[src/rtl/pwm_chan_pkg.sv]
// Package: shared types and address decode for the PWM timer channel.
// Assumes word-aligned register offsets decoded from address bits [3:2].
package pwm_chan_pkg;

    typedef enum logic [1:0] {
        SEL_CNT    = 2'd0,
        SEL_PERIOD = 2'd1,
        SEL_DUTY   = 2'd2,
        SEL_CTRL   = 2'd3
    } reg_sel_e;

    // Map a word index to a register; the alternate map swaps period and duty.
    function automatic reg_sel_e word_to_sel(input logic [1:0] word, input logic alt_map);
        reg_sel_e sel;
        unique case (word)
            2'd0:    sel = SEL_CNT;
            2'd1:    sel = alt_map ? SEL_DUTY : SEL_PERIOD;
            2'd2:    sel = alt_map ? SEL_PERIOD : SEL_DUTY;
            default: sel = SEL_CTRL;
        endcase
        return sel;
    endfunction

endpackage

[src/rtl/pwm_regfile.sv]
// Register file: holds shadow period, shadow duty and control word, and
// muxes read data. The counter is read-only here; its value comes from the core.
// Assumes ADDR_W >= 4; address bits above 3 must be zero for a hit.
module pwm_regfile
    import pwm_chan_pkg::*;
#(
    parameter int ALT_MAP = 0,
    parameter int DW      = 32,
    parameter int ADDR_W  = 4
) (
    input  logic              clk,
    input  logic              rst_n,
    input  logic              we,
    input  logic [ADDR_W-1:0] addr,
    input  logic [DW-1:0]     wdata,
    input  logic [DW-1:0]     cnt_val,
    output logic [DW-1:0]     shd_period,
    output logic [DW-1:0]     shd_duty,
    output logic [DW-1:0]     ctrl,
    output logic [DW-1:0]     rdata
);

    logic     hit;
    reg_sel_e sel;
    logic     unused_byte_bits;

    assign unused_byte_bits = ^addr[1:0];

    generate
        if (ADDR_W > 4) begin : g_upper
            assign hit = (addr[ADDR_W-1:4] == '0);
        end else begin : g_exact
            assign hit = 1'b1;
        end
    endgenerate

    // Select the addressed register from the word index.
    always_comb sel = word_to_sel(addr[3:2], ALT_MAP != 0);

    // Capture bus writes into the shadow and control registers.
    always_ff @(posedge clk) begin
        if (!rst_n) begin
            shd_period <= '0;
            shd_duty   <= '0;
            ctrl       <= '0;
        end else if (we && hit) begin
            unique case (sel)
                SEL_PERIOD: shd_period <= wdata;
                SEL_DUTY:   shd_duty   <= wdata;
                SEL_CTRL:   ctrl       <= wdata;
                default:    ;
            endcase
        end
    end

    // Return the addressed register, zero when the address misses.
    always_comb begin
        rdata = '0;
        if (hit) begin
            unique case (sel)
                SEL_CNT:    rdata = cnt_val;
                SEL_PERIOD: rdata = shd_period;
                SEL_DUTY:   rdata = shd_duty;
                default:    rdata = ctrl;
            endcase
        end
    end

endmodule

[src/rtl/pwm_ctrl_decode.sv]
// Control decode: turns the control word into run, active level and idle
// level for the chosen register map. Pure combinational.
module pwm_ctrl_decode #(
    parameter int ALT_MAP = 0,
    parameter int DW      = 32
) (
    input  logic [DW-1:0] ctrl,
    output logic          run,
    output logic          act_lvl,
    output logic          idle_lvl
);

    logic unused_ctrl_bits;

    generate
        if (ALT_MAP == 0) begin : g_main_map
            // Run needs enable and continuous; levels are programmable.
            always_comb begin
                run      = ctrl[0] & ctrl[1];
                act_lvl  = ctrl[3];
                idle_lvl = ctrl[4];
            end
            assign unused_ctrl_bits = ^{ctrl[DW-1:5], ctrl[2]};
        end else begin : g_alt_map
            // Run needs timer enable and output enable; levels are fixed.
            always_comb begin
                run      = ctrl[0] & ctrl[3];
                act_lvl  = 1'b1;
                idle_lvl = 1'b0;
            end
            assign unused_ctrl_bits = ^{ctrl[DW-1:4], ctrl[2:1]};
        end
    endgenerate

endmodule

[src/rtl/pwm_prescaler.sv]
// Prescaler: emits a one-cycle tick every PRE clocks while running, and is
// held at zero while stopped, so the first tick comes PRE-1 clocks after start.
module pwm_prescaler #(
    parameter int PRE = 1
) (
    input  logic clk,
    input  logic rst_n,
    input  logic run,
    output logic tick
);

    localparam int PW = (PRE > 1) ? $clog2(PRE) : 1;
    localparam logic [PW-1:0] LAST = PW'(PRE - 1);

    logic [PW-1:0] div_q;

    // Count clocks modulo PRE while running.
    always_ff @(posedge clk) begin
        if (!rst_n || !run || div_q == LAST) div_q <= '0;
        else                                 div_q <= div_q + PW'(1);
    end

    assign tick = run && (div_q == LAST);

endmodule

[src/rtl/pwm_core.sv]
// Counter core: working period/duty registers, the period counter and the
// compare that forms the output. Working registers reload from the shadows
// while stopped and at every period boundary.
module pwm_core #(
    parameter int DW = 32
) (
    input  logic          clk,
    input  logic          rst_n,
    input  logic          run,
    input  logic          tick,
    input  logic [DW-1:0] shd_period,
    input  logic [DW-1:0] shd_duty,
    input  logic          act_lvl,
    input  logic          idle_lvl,
    output logic [DW-1:0] cnt,
    output logic [DW-1:0] work_period,
    output logic [DW-1:0] work_duty,
    output logic          pwm_out
);

    logic wrap;
    logic reload;

    assign wrap   = (work_period == '0) || (cnt >= work_period - DW'(1));
    assign reload = !run || (tick && wrap);

    // Step the counter on each tick, wrap at period-1, hold zero when stopped.
    always_ff @(posedge clk) begin
        if (!rst_n || !run) cnt <= '0;
        else if (tick)      cnt <= wrap ? '0 : cnt + DW'(1);
    end

    // Reload working period and duty from the shadows at a safe point.
    always_ff @(posedge clk) begin
        if (!rst_n) begin
            work_period <= '0;
            work_duty   <= '0;
        end else if (reload) begin
            work_period <= shd_period;
            work_duty   <= shd_duty;
        end
    end

    // Drive the active level while the count is below duty.
    always_comb begin
        if (!run || work_period == '0) pwm_out = idle_lvl;
        else if (cnt < work_duty)      pwm_out = act_lvl;
        else                           pwm_out = idle_lvl;
    end

endmodule

[src/rtl/pwm_timer_chan.sv]
// Top: single PWM timer channel behind a word register bus. ALT_MAP picks the
// register layout and prescale factor (0: factor 1, 1: factor 2).
module pwm_timer_chan #(
    parameter int ALT_MAP = 0,
    parameter int DW      = 32,
    parameter int ADDR_W  = 4
) (
    input  logic              clk,
    input  logic              rst_n,
    input  logic              bus_we,
    input  logic [ADDR_W-1:0] bus_addr,
    input  logic [DW-1:0]     bus_wdata,
    output logic [DW-1:0]     bus_rdata,
    output logic              pwm_out
);

    localparam int PRE = (ALT_MAP == 0) ? 1 : 2;

    logic [DW-1:0] shd_period;
    logic [DW-1:0] shd_duty;
    logic [DW-1:0] ctrl;
    logic [DW-1:0] cnt_val;
    logic [DW-1:0] work_period;
    logic [DW-1:0] work_duty;
    logic          run;
    logic          act_lvl;
    logic          idle_lvl;
    logic          tick;

    pwm_regfile #(.ALT_MAP(ALT_MAP), .DW(DW), .ADDR_W(ADDR_W)) u_regs (
        .clk        (clk),
        .rst_n      (rst_n),
        .we         (bus_we),
        .addr       (bus_addr),
        .wdata      (bus_wdata),
        .cnt_val    (cnt_val),
        .shd_period (shd_period),
        .shd_duty   (shd_duty),
        .ctrl       (ctrl),
        .rdata      (bus_rdata)
    );

    pwm_ctrl_decode #(.ALT_MAP(ALT_MAP), .DW(DW)) u_dec (
        .ctrl     (ctrl),
        .run      (run),
        .act_lvl  (act_lvl),
        .idle_lvl (idle_lvl)
    );

    pwm_prescaler #(.PRE(PRE)) u_pre (
        .clk   (clk),
        .rst_n (rst_n),
        .run   (run),
        .tick  (tick)
    );

    pwm_core #(.DW(DW)) u_core (
        .clk         (clk),
        .rst_n       (rst_n),
        .run         (run),
        .tick        (tick),
        .shd_period  (shd_period),
        .shd_duty    (shd_duty),
        .act_lvl     (act_lvl),
        .idle_lvl    (idle_lvl),
        .cnt         (cnt_val),
        .work_period (work_period),
        .work_duty   (work_duty),
        .pwm_out     (pwm_out)
    );

endmodule

[config.mk]
export PLATFORM = sky130hd
export DESIGN_NAME = pwm_timer_chan
export DESIGN_NICKNAME = d
export VERILOG_FILES = /design/src/rtl/pwm_chan_pkg.sv /design/src/rtl/pwm_regfile.sv /design/src/rtl/pwm_ctrl_decode.sv /design/src/rtl/pwm_prescaler.sv /design/src/rtl/pwm_core.sv /design/src/rtl/pwm_timer_chan.sv
export SDC_FILE = /design/constraint.sdc
export NUM_CORES = 1
export LEC_CHECK = 0
export ABC_CLOCK_PERIOD_IN_PS = 5200
export BUFFER_PORTS_ARGS = -buffer_cell sky130_fd_sc_hd__buf_2
export CAP_MARGIN = 20
export CORE_MARGIN = 2
export CORE_UTILIZATION = 40
export DETAILED_ROUTE_END_ITERATION = 8
export GPL_TIMING_DRIVEN = 0
export RECOVER_POWER = 100
export SYNTH_ARGS = -nofsm -noshare
export SYNTH_HDL_FRONTEND = slang
export SYNTH_SLANG_ARGS = --single-unit
[constraint.sdc]
create_clock -name clk -period 5.2 [get_ports clk]
set_input_delay 0.26 -clock clk [delete_from_list [all_inputs] [get_ports clk]]
set_output_delay 0.26 -clock clk [all_outputs]
set_load 0.01 [all_outputs]
# Word level (Yosys, flattened, before mapping)
# Index checks and enable logic that the tools add are counted.
[op_classes]
bitwise = 2
n_mul = 0
n_div = 0
reduce_logical = 15
add_sub_neg = 3
n_eq_ne = 5
n_lt_le_gt_ge = 2
n_shift = 0
n_mux = 5
[ops]
columns = ["cell", "n"]
rows = [
  ["$pmux W32 S3", 1],
  ["$add A32 B1 Y32 const B", 1],
  ["$ge A32 B32 Y1", 1],
  ["$logic_not A32 Y1", 1],
  ["$lt A32 B32 Y1", 1],
  ["$mux W32", 1],
  ["$sub A32 B1 Y32 const B", 1],
  ["$eq A2 B2 Y1 const B", 3],
  ["$pmux W2 S3", 1],
  ["$reduce_and A2 Y1", 3],
  ["$logic_or A1 B1 Y1", 5],
  ["$eq A2 B1 Y1 const B", 2],
  ["$logic_not A2 Y1", 2],
  ["$logic_and A1 B1 Y1", 2],
  ["$logic_not A1 Y1", 2],
  ["$mux W1", 2],
  ["$add A1 B1 Y1 const B", 1],
  ["$and A1 B1 Y1", 1],
  ["$not A1 Y1", 1],
]
[totals]
wordCells = 39
register_bits = 193
mem_bits_rw = 0
output_inout_bits = 33
inputBits = 39
mem_count = 0
romBits = 0
latch_bits = 0

# Logic depth before layout (Yosys ltp)
# Gate-level depths: netlist (run 1).
[depth]
ltp_word = 5
mapped_depth = 19
ltp_nobuf = 17

# By module
# Synthesis (run 1) repeated with hierarchy kept, for this count alone.
[unflattened]
hier_cells = 1126
hier_area_um2 = 10562.6
[modules_own_cells]
columns = ["mod", "area_each_um2", "instances", "cells_each"]
rows = [
  ["pwm_core", 6093.3, 1, 732],
  ["pwm_regfile", 4410.5, 1, 388],
  ["pwm_prescaler", 37.5, 1, 3],
  ["pwm_ctrl_decode", 21.3, 1, 3],
]

# Worst setup path before layout (run 1)
# No wires, ideal clock.
[synth_path]
path_kind = "reg2reg"
from = "register u_core.work_period[2]"
to = "register u_core.work_duty[0]"
arrival_ns = 3.981
required_time_ns = 5.128
path_stages_with_launch = 18
setup_time_ns = 0.072
path_slack_ns = 1.148
path_cell_list = "dfxtp_1 > or4_1 > nor3_1 > nor4b_2 > nand2_1 > or2_2 > nor4b_1 > xnor2_1 > ha_1 > a21oi_1 > o21ai_0 > nand2b_1 > a21oi_1 > o31a_1 > a211oi_1 > buf_6 > buf_6 > mux2i_1"
[synth_via]
elab_chain_len = 5
[synth_lines]
columns = ["item", "line_no", "rtl"]
rows = [
  ["start, declared", "pwm_core.sv:16", "output logic [DW-1:0] work_period,"],
  ["start signal, assigned", "pwm_core.sv:39", "work_period <= shd_period;"],
  ["$sub A32 B1 Y32", "pwm_core.sv:24", "assign wrap = (work_period == '0) || (cnt >= work_period - DW'(1));"],
  ["$ge A32 B32 Y1", "pwm_core.sv:24", ""],
  ["$logic_or A1 B1 Y1 (*)", "pwm_core.sv:24", ""],
  ["$logic_and A1 B1 Y1 (*)", "pwm_core.sv:25", "assign reload = !run || (tick && wrap);"],
  ["$logic_or A1 B1 Y1 (*)", "pwm_core.sv:25", ""],
  ["end signal, assigned", "pwm_core.sv:40", "work_duty <= shd_duty;"],
  ["end, declared", "pwm_core.sv:17", "output logic [DW-1:0] work_duty,"],
]
# Every way passes the cells marked *; elsewhere a longest branch is shown, timed or not.
# A chain may end at the register's enable or synchronous reset.

# Worst setup path after layout (run 1)
[layout_path]
from = "register u_core.work_period[2]"
to = "register u_core.work_duty[8]"
# The elaborated chain is that of the path after synthesis.

==> flow_summary_export.csv, run 1 <==
group,metric,value,unit
worst_setup_path,critPathMaxFanout,10,
worst_setup_path,worstPathRequired,5.56,ns
worst_setup_path,startpoint,"u_core.work_period[2]$_SDFFE_PN0P_",
routing,via_count,8423,
clock_tree,post-cts-setup-buffers,0,
timing,hold_slack,0.07962,ns
final_layout,areaGrowthSynthToFinish,13.01,%
grt,grt_overflow,0,
timing,hold_violations,0,
clock_tree,tritoncts,"yes",
timing,setup_viol,0,
timing,rsz0062_at_grt,"false",
routing,drc_errors,0,
min_path,hp-class,"input port to register",
pwr,cell_internal_pwr,2386,uW
synthesis,synthTopCellsByArea,"dfxtp_1 38%, nand2_1 13%, ha_1 7.9%",
grt,grt_usage,0.2284,
final_layout,ff_latch_area,0.003864,sq mm
timing,skew,0.01712,ns
worst_setup_path,reg2reg_from,"u_core.work_period[2]$_SDFFE_PN0P_",
placement,gp_congestion,0.8397,
timing,fin_crit,4.754,ns
synthesis,seq_area_frac_synth,0.3771,
routing,drt_wl_total,29740,um
worst_setup_path,worstSetupEndpointType,"register",
floorplanning,die_x,164.0,um
final_layout,multi_input_area,0.005928,sq mm
routing,drt-initial-drc-count,633,
floorplanning,die_area,0.02691,sq mm
grt,antenna_found_initial,0,
final_layout,antenna_cells,0,
pwr,clockPowerShare,0.418,
clock_tree,cts-buffers-inserted,17,
timing,tns,0,ns
grt,grt_pass1_vias,8116,
routing,ant_nets,0,
floorplanning,core,0.02518,sq mm
status,outcome,"completed",
routing,via_per_inst,5.238,
routing,firstDrtPassIters,6,
clock_tree,cts-root-buf,"clkbuf_16",
worst_setup_path,critPathBufInv,2,
final_layout,finalNetCount,1370,
pwr,ir_drop,0.1621,mV
final_layout,fillers,2484,
floorplanning,num_rows,58,
min_path,hold_path.startpoint,"bus_wdata[7]",
grt,grt_max_degree,19,
worst_setup_path,arrival,5.12,ns
floorplanning,start_util,0.4068,
timing,min_period_over_period,0.9142,
clock_tree,ctsHtreeMaxLevel,4,
pwr,p_comb_frac,0.114,
synthesis,yosys-top-cells-count,"361 x nand2_1, 193 x dfxtp_1, 96 x a21boi_0, 65 x ha_1, 64 x mux2i_1",
worst_setup_path,critPathSlowestCell,"or4_1",
synthesis,synth_ff_type,"dfxtp_1",
synthesis,netlist.area_leader.share,0.3771,
clock_tree,clk_pin_slew,0.08,ns
pwr,p_per_area,284.0,mW/mm^2
synthesis,synth_nets,1280,
pwr,leakagePower,0.004197,uW
pwr,seqPwrFrac,0.468,
worst_setup_path,path_delay_family,"simple AND/OR/NAND/NOR gates",
synthesis,async_flop_share,0,
synthesis,syn_area,0.01024,sq mm
pwr,swShare,0.2744,
placement,numPortBuffers,66,
timing,worst_pin_slew,1.122,ns
clock_tree,cts_sinks,193,
synthesis,ys_types,48,
routing,avgRoutedWirePerCell,18.50,um
placement,dp_hpwl,22360,um
synthesis,synth-seq-cells,193,
floorplanning,ioPinCount,72,
clock_tree,max-clock-path-buffers,2,
synthesis,syn_avg_cell_area,8.712,sq um
timing,max_freq,0.2104,GHz
floorplanning,die_h,164.0,um
worst_setup_path,crit_type,"register to register",
synthesis,synth_edf_count,0,
synthesis,syn_inst,1176,
final_layout,drive_gt1_frac,0.09624,
grt,grt_pass1_wl,46640,um
worst_setup_path,critPathLaunchType,"register",
timing,max_slew_margin,0.2521,
synthesis,synth_most_common_cell,"nand2_1",
worst_setup_path,cpPeakStageDelay,0.55,ns
timing,maxSlewViolCount,0,
flow_run,drv_cap,0,
synthesis,yosysWarnings,0,
worst_setup_path,crit_top_cell,"a21oi_1",
clock_tree,clk_latency,0.44,ns
clock_tree,cts_hold_buffers,0,
synthesis,post-synth-top-area-cell,"dfxtp_1",
pwr,power_switching,902.2,uW
worst_setup_path,crit_chain,"or4_1 > nor3_1 > nor4b_4 > nand2_1 > or2_2 > nor4b_1 > xnor2_1 > ha_1 > a21oi_1 > o21ai_0 > nand2b_1 > a21oi_1 > o31a_1 > a211oi_1 > buf_6 > clkbuf_4 > mux2i_1",
tightest hold or removal path, cell delays in order:
cell and delay, ns:
buf_2 0.11, nand2_1 0.05, a21boi_0 0.06
registers in the layout (all words and copies together) (netlist names):
signal,cells
u_regs.ctrl,32
u_pre.div_q,1
u_regs.shd_duty,32
u_core.work_period,32
u_core.work_duty,32
u_regs.shd_period,32
u_core.cnt,32
per-layer routing:
| layer | GRT usage | up-vias | share of wire |
|---|---|---|---|
| li1 | - | 4174 | - |
| met1 | 0.3303 | 4025 | 0.49 |
| met2 | 0.3577 | 189 | 0.45 |
| met3 | 0.02753 | 35 | 0.046 |
| met4 | 0.06659 | 0 | 0.020 |
| met5 | 0 | - | 0 |
stage by stage:
| stage | utilization | area (sq um) | std cells | setup WS, ns | total power [uW] |
|---|---|---|---|---|---|
| floorplan | - | 10240 | 1176 | 1.148 | 1819 |
| global placement | 0.4364 | 10990 | 1572 | 0.3983 | 1940 |
| detailed placement | 0.4386 | 11040 | 1576 | 0.4327 | 1952 |
| CTS | 0.4624 | 11640 | 1607 | 0.4029 | 3309 |
| global route | 0.4598 | 11580 | 1608 | 0.03494 | 3410 |
| finish | 0.4598 | 11580 | 1608 | 0.4463 | 3288 |
power by group through the flow:
stage                     Clock [uW]  Combinational (uW)  Sequential [uW]
after global placement             0                 368             1570
after global routing            1450                 418             1540
final                           1370                 375             1540
after detailed placement           0                 377             1570
after floorplan                    0                 255             1560
after CTS                       1390                 381             1540
cell usage in the layout (no fill, tap or decap), drive strengths merged, types with 6 or more instances in the layout:
| cell type | count |
|---|---|
| buf | 47 |
| nand3 | 17 |
| nor3 | 11 |
| ha | 65 |
| clkbuf | 104 |
| xor2 | 32 |
| nand4 | 14 |
| inv | 47 |
| and3 | 11 |
| a21boi | 96 |
| a21oi | 29 |
| a21o | 6 |
| o21ai | 11 |
| nand2 | 361 |
| xnor2 | 27 |
| or4 | 7 |
| mux2i | 64 |
| nor4 | 8 |
| dfxtp | 193 |
| mux4 | 32 |
| nor2 | 46 |
cell families after synthesis:
kind of cell | count (synthesis) | synth area share
AO/OA/AOI/OAI | 156 | 0.1048
buffers and inverters | 104 | 0.04360
XOR/XNOR | 59 | 0.05044
flip-flops | 193 | 0.3771
AND/OR/NAND/NOR | 501 | 0.2103
other | 1 | 0.0003660
adder cells (fa/ha/maj) | 65 | 0.07938
multiplexers | 97 | 0.1340
final timing paths:
path | slack, ns | end | cells past startpoint
max | 0.45 | u_core.work_duty[8]$_SDFFE_PN0P_ | 17
min | 0.08 | u_regs.ctrl[7]$_SDFFE_PN0P_ | 3
max reg2reg | 0.45 | u_core.work_duty[8]$_SDFFE_PN0P_ | 17
min reg2reg | 0.46 | u_core.work_duty[2]$_SDFFE_PN0P_ | 2
final cells by class:
type,instances,area share
clock buffers,17,0.03674
inverters,40,0.01297
flip-flops and latches,193,0.3337
plain buffers,64,0.02399
repair buffers,71,0.02983
clock inverters,14,0.01502
well taps,330,0.03566
multi-input cells,879,0.5120
repair_timing:
item / 4_1_cts / 5_1_grt
gates resized for setup: 0 / 1
hold endpoints to repair: 0 / 0
endpoints found under the setup margin: 0 / 3
(Power assumes the default switching activity.)
==> inputs of run 2 (changes only) <==
CORE_UTILIZATION = 50   (was 40)
PLACE_DENSITY = 0.68   (was default)
==> run 2 against run 1 <==
Flip-flop and latch count unchanged. Non-clock buffer count unchanged. Fmax decreased by 0.98%. Routed wire length decreased by 5.7%. Worst hold slack got worse by 0.00094 ns. Register-to-register slack got worse by 0.05 ns. Sequential power about the same. Clock power decreased by 4%. Combinational power decreased by 2%. Count of clock-buffer cells in the layout unchanged. Critical path depth decreased by 1. Critical path type unchanged. Critical endpoint is now u_core.cnt[10]$_SDFFE_PP0P_.
==> flow_summary_export.csv, run 2 (synthesis gave the netlist of run 1 again) <==
group,metric,value,unit
status,outcome,"completed",
final_layout,finalNetCount,1370,
timing,rsz0062_at_grt,"false",
floorplanning,core,0.02017,sq mm
floorplanning,die_h,147.1,um
timing,min_period_over_period,0.9232,
grt,grt_overflow,0,
worst_setup_path,startpoint,"u_core.work_period[2]$_SDFFE_PN0P_",
worst_setup_path,timing.rr.end,"u_core.cnt[10]$_SDFFE_PP0P_",
clock_tree,cts-root-buf,"clkbuf_16",
worst_setup_path,crit_end,"u_core.cnt[10]$_SDFFE_PP0P_",
grt,grt_pass1_wl,44120,um
clock_tree,ctsHtreeMaxLevel,4,
routing,avgRoutedWirePerCell,18.11,um
worst_setup_path,worstPathRequired,5.52,ns
grt,antenna_found_initial,0,
timing,max_slew_margin,0.3049,
worst_setup_path,crit_type,"register to register",
grt,grt_pass1_vias,8152,
final_layout,final_common_cell,"nand2_1",
worst_setup_path,crit_chain,"or4_1 > nor3_1 > nor4b_4 > nand2_1 > or3_1 > nor3_1 > xnor2_1 > ha_1 > nand4_1 > nor4_1 > nand2_1 > a31oi_1 > nor4_1 > o21bai_1 > buf_2 > nor2_1",
placement,dp_hpwl,20910,um
worst_setup_path,rrSetupSlack,0.40,ns
clock_tree,cts_hold_buffers,0,
clock_tree,max-clock-path-buffers,2,
floorplanning,ioPinCount,72,
final_layout,final_cell_mix,"361 x nand2_1, 193 x dfxtp_1, 96 x a21boi_0, 82 x clkbuf_1, 65 x ha_1",
routing,via_count,8416,
placement,numPortBuffers,66,
pwr,leakagePower,0.004181,uW
worst_setup_path,cpPeakStageDelay,0.55,ns
timing,maxSlewViolCount,0,
worst_setup_path,path_delay_family,"simple AND/OR/NAND/NOR gates",
routing,drc_errors,0,
worst_setup_path,critical_path_depth,16,
timing,hold_violations,0,
clock_tree,tritoncts,"yes",
worst_setup_path,arrival,5.13,ns
flow_run,drv_cap,0,
worst_setup_path,ff2ff_path_depth,16,
worst_setup_path,critPathMaxFanout,10,
floorplanning,num_rows,52,
clock_tree,cts_resized,0,
pwr,ir_drop,0.2203,mV
final_layout,areaGrowthSynthToFinish,11.98,%
min_path,hp-class,"input port to register",
final_layout,drive_gt1_frac,0.09546,
routing,drt-initial-drc-count,537,
routing,drt_wl_total,28040,um
clock_tree,cts-buffers-inserted,17,
worst_setup_path,reg2reg_from,"u_core.work_period[2]$_SDFFE_PN0P_",
timing,tns,0,ns
clock_tree,clk_pin_slew,0.08,ns
floorplanning,start_util,0.5079,
worst_setup_path,critPathBufInv,1,
final_layout,antenna_cells,0,
floorplanning,die_x,147.1,um
routing,ant_nets,0,
routing,via_per_inst,5.437,
timing,fin_crit,4.801,ns
routing,firstDrtPassIters,5,
timing,max_freq,0.2083,GHz
clock_tree,clk_latency,0.44,ns
grt,grt_max_degree,19,
placement,placed_area,0.01096,sq mm
floorplanning,die_area,0.02165,sq mm
timing,skew,0.01135,ns
timing,worst_pin_slew,1.043,ns
clock_tree,post-cts-setup-buffers,0,
placement,gp_congestion,0.8672,
worst_setup_path,critPathSlowestCell,"or4_1",
worst_setup_path,critPathLaunchType,"register",
final_layout,post-route-cell-area,0.01147,sq mm
pwr,p_per_area,280.8,mW/mm^2
timing,setup_viol,0,
clock_tree,cts_sinks,193,
worst_setup_path,worstSetupEndpointType,"register",
grt,grt_usage,0.2638,
[run 2: cell types whose count changed in the layout (fill, tap and decap cells not counted), moves of 2 or more]
cell	change
clkbuf_4	-5
inv_8	-2
inv_6	+4
buf_6	+5
[run 2: how the worst min path moves through the flow]
stage,start,to,slack [ns],cells after the start
2_1_floorplan,bus_wdata[0],u_regs.ctrl[0]$_SDFFE_PN0P_,0.40,2
3_3_place_gp,u_core.work_duty[29]$_SDFFE_PN0P_,u_core.work_duty[29]$_SDFFE_PN0P_,0.45,2
3_5_place_dp,u_core.work_duty[17]$_SDFFE_PN0P_,u_core.work_duty[17]$_SDFFE_PN0P_,0.45,2
4_1_cts,bus_wdata[7],u_regs.ctrl[7]$_SDFFE_PN0P_,0.07,3
5_1_grt,bus_wdata[3],u_regs.shd_period[3]$_SDFFE_PN0P_,0.08,3
6_report,bus_wdata[5],u_regs.ctrl[5]$_SDFFE_PN0P_,0.08,3
[run 2: layout make-up]
class,instances,area [sq um]
inverter,40,150.1
buffer,64,296.5
clock inverter,14,142.6
timing repair buffer,71,327.8
sequential,193,3864
multi-input combinational,879,5928
tap,270,337.8
fill,1895,8697
clock buffer,17,425.4
[run 2: through the flow]
| stage | setup WS, ns | std cells | utilization | hold WS [ns] | power [uW] |
|---|---|---|---|---|---|
| 2_1_floorplan | 1.148 | 1176 | - | 0.4049 | 1819 |
| 3_3_place_gp | 0.3968 | 1512 | 0.5411 | 0.4455 | 1934 |
| 3_5_place_dp | 0.3024 | 1515 | 0.5434 | 0.4507 | 1946 |
| 4_1_cts | 0.3075 | 1546 | 0.5716 | 0.07453 | 3235 |
| 5_1_grt | 0.05821 | 1548 | 0.5688 | 0.07905 | 3343 |
| 6_report | 0.3995 | 1548 | 0.5688 | 0.07869 | 3221 |
[run 2: power breakdown]
part	internal (uW)	leakage [uW]	switching, uW
clock network	675	0.000270	639
registers	1510	0.00156	28.4
logic	147	0.00235	222
total	2330	0.00418	889
[run 2: per-layer routing]
| metal | GRT usage | vias up | share of wire |
|---|---|---|---|
| met5 | 0 | - | 0 |
| met4 | 0.06731 | 0 | 0.014 |
| met3 | 0.04876 | 20 | 0.064 |
| met2 | 0.4196 | 196 | 0.45 |
| met1 | 0.3719 | 4032 | 0.47 |
| li1 | - | 4168 | - |
[run 2: worst min-delay path, delay by kind of cell]
kind	cells	cell delay (ns)
AO/OA/AOI/OAI	1	0.06
AND/OR/NAND/NOR	1	0.05
buffers and inverters	1	0.11
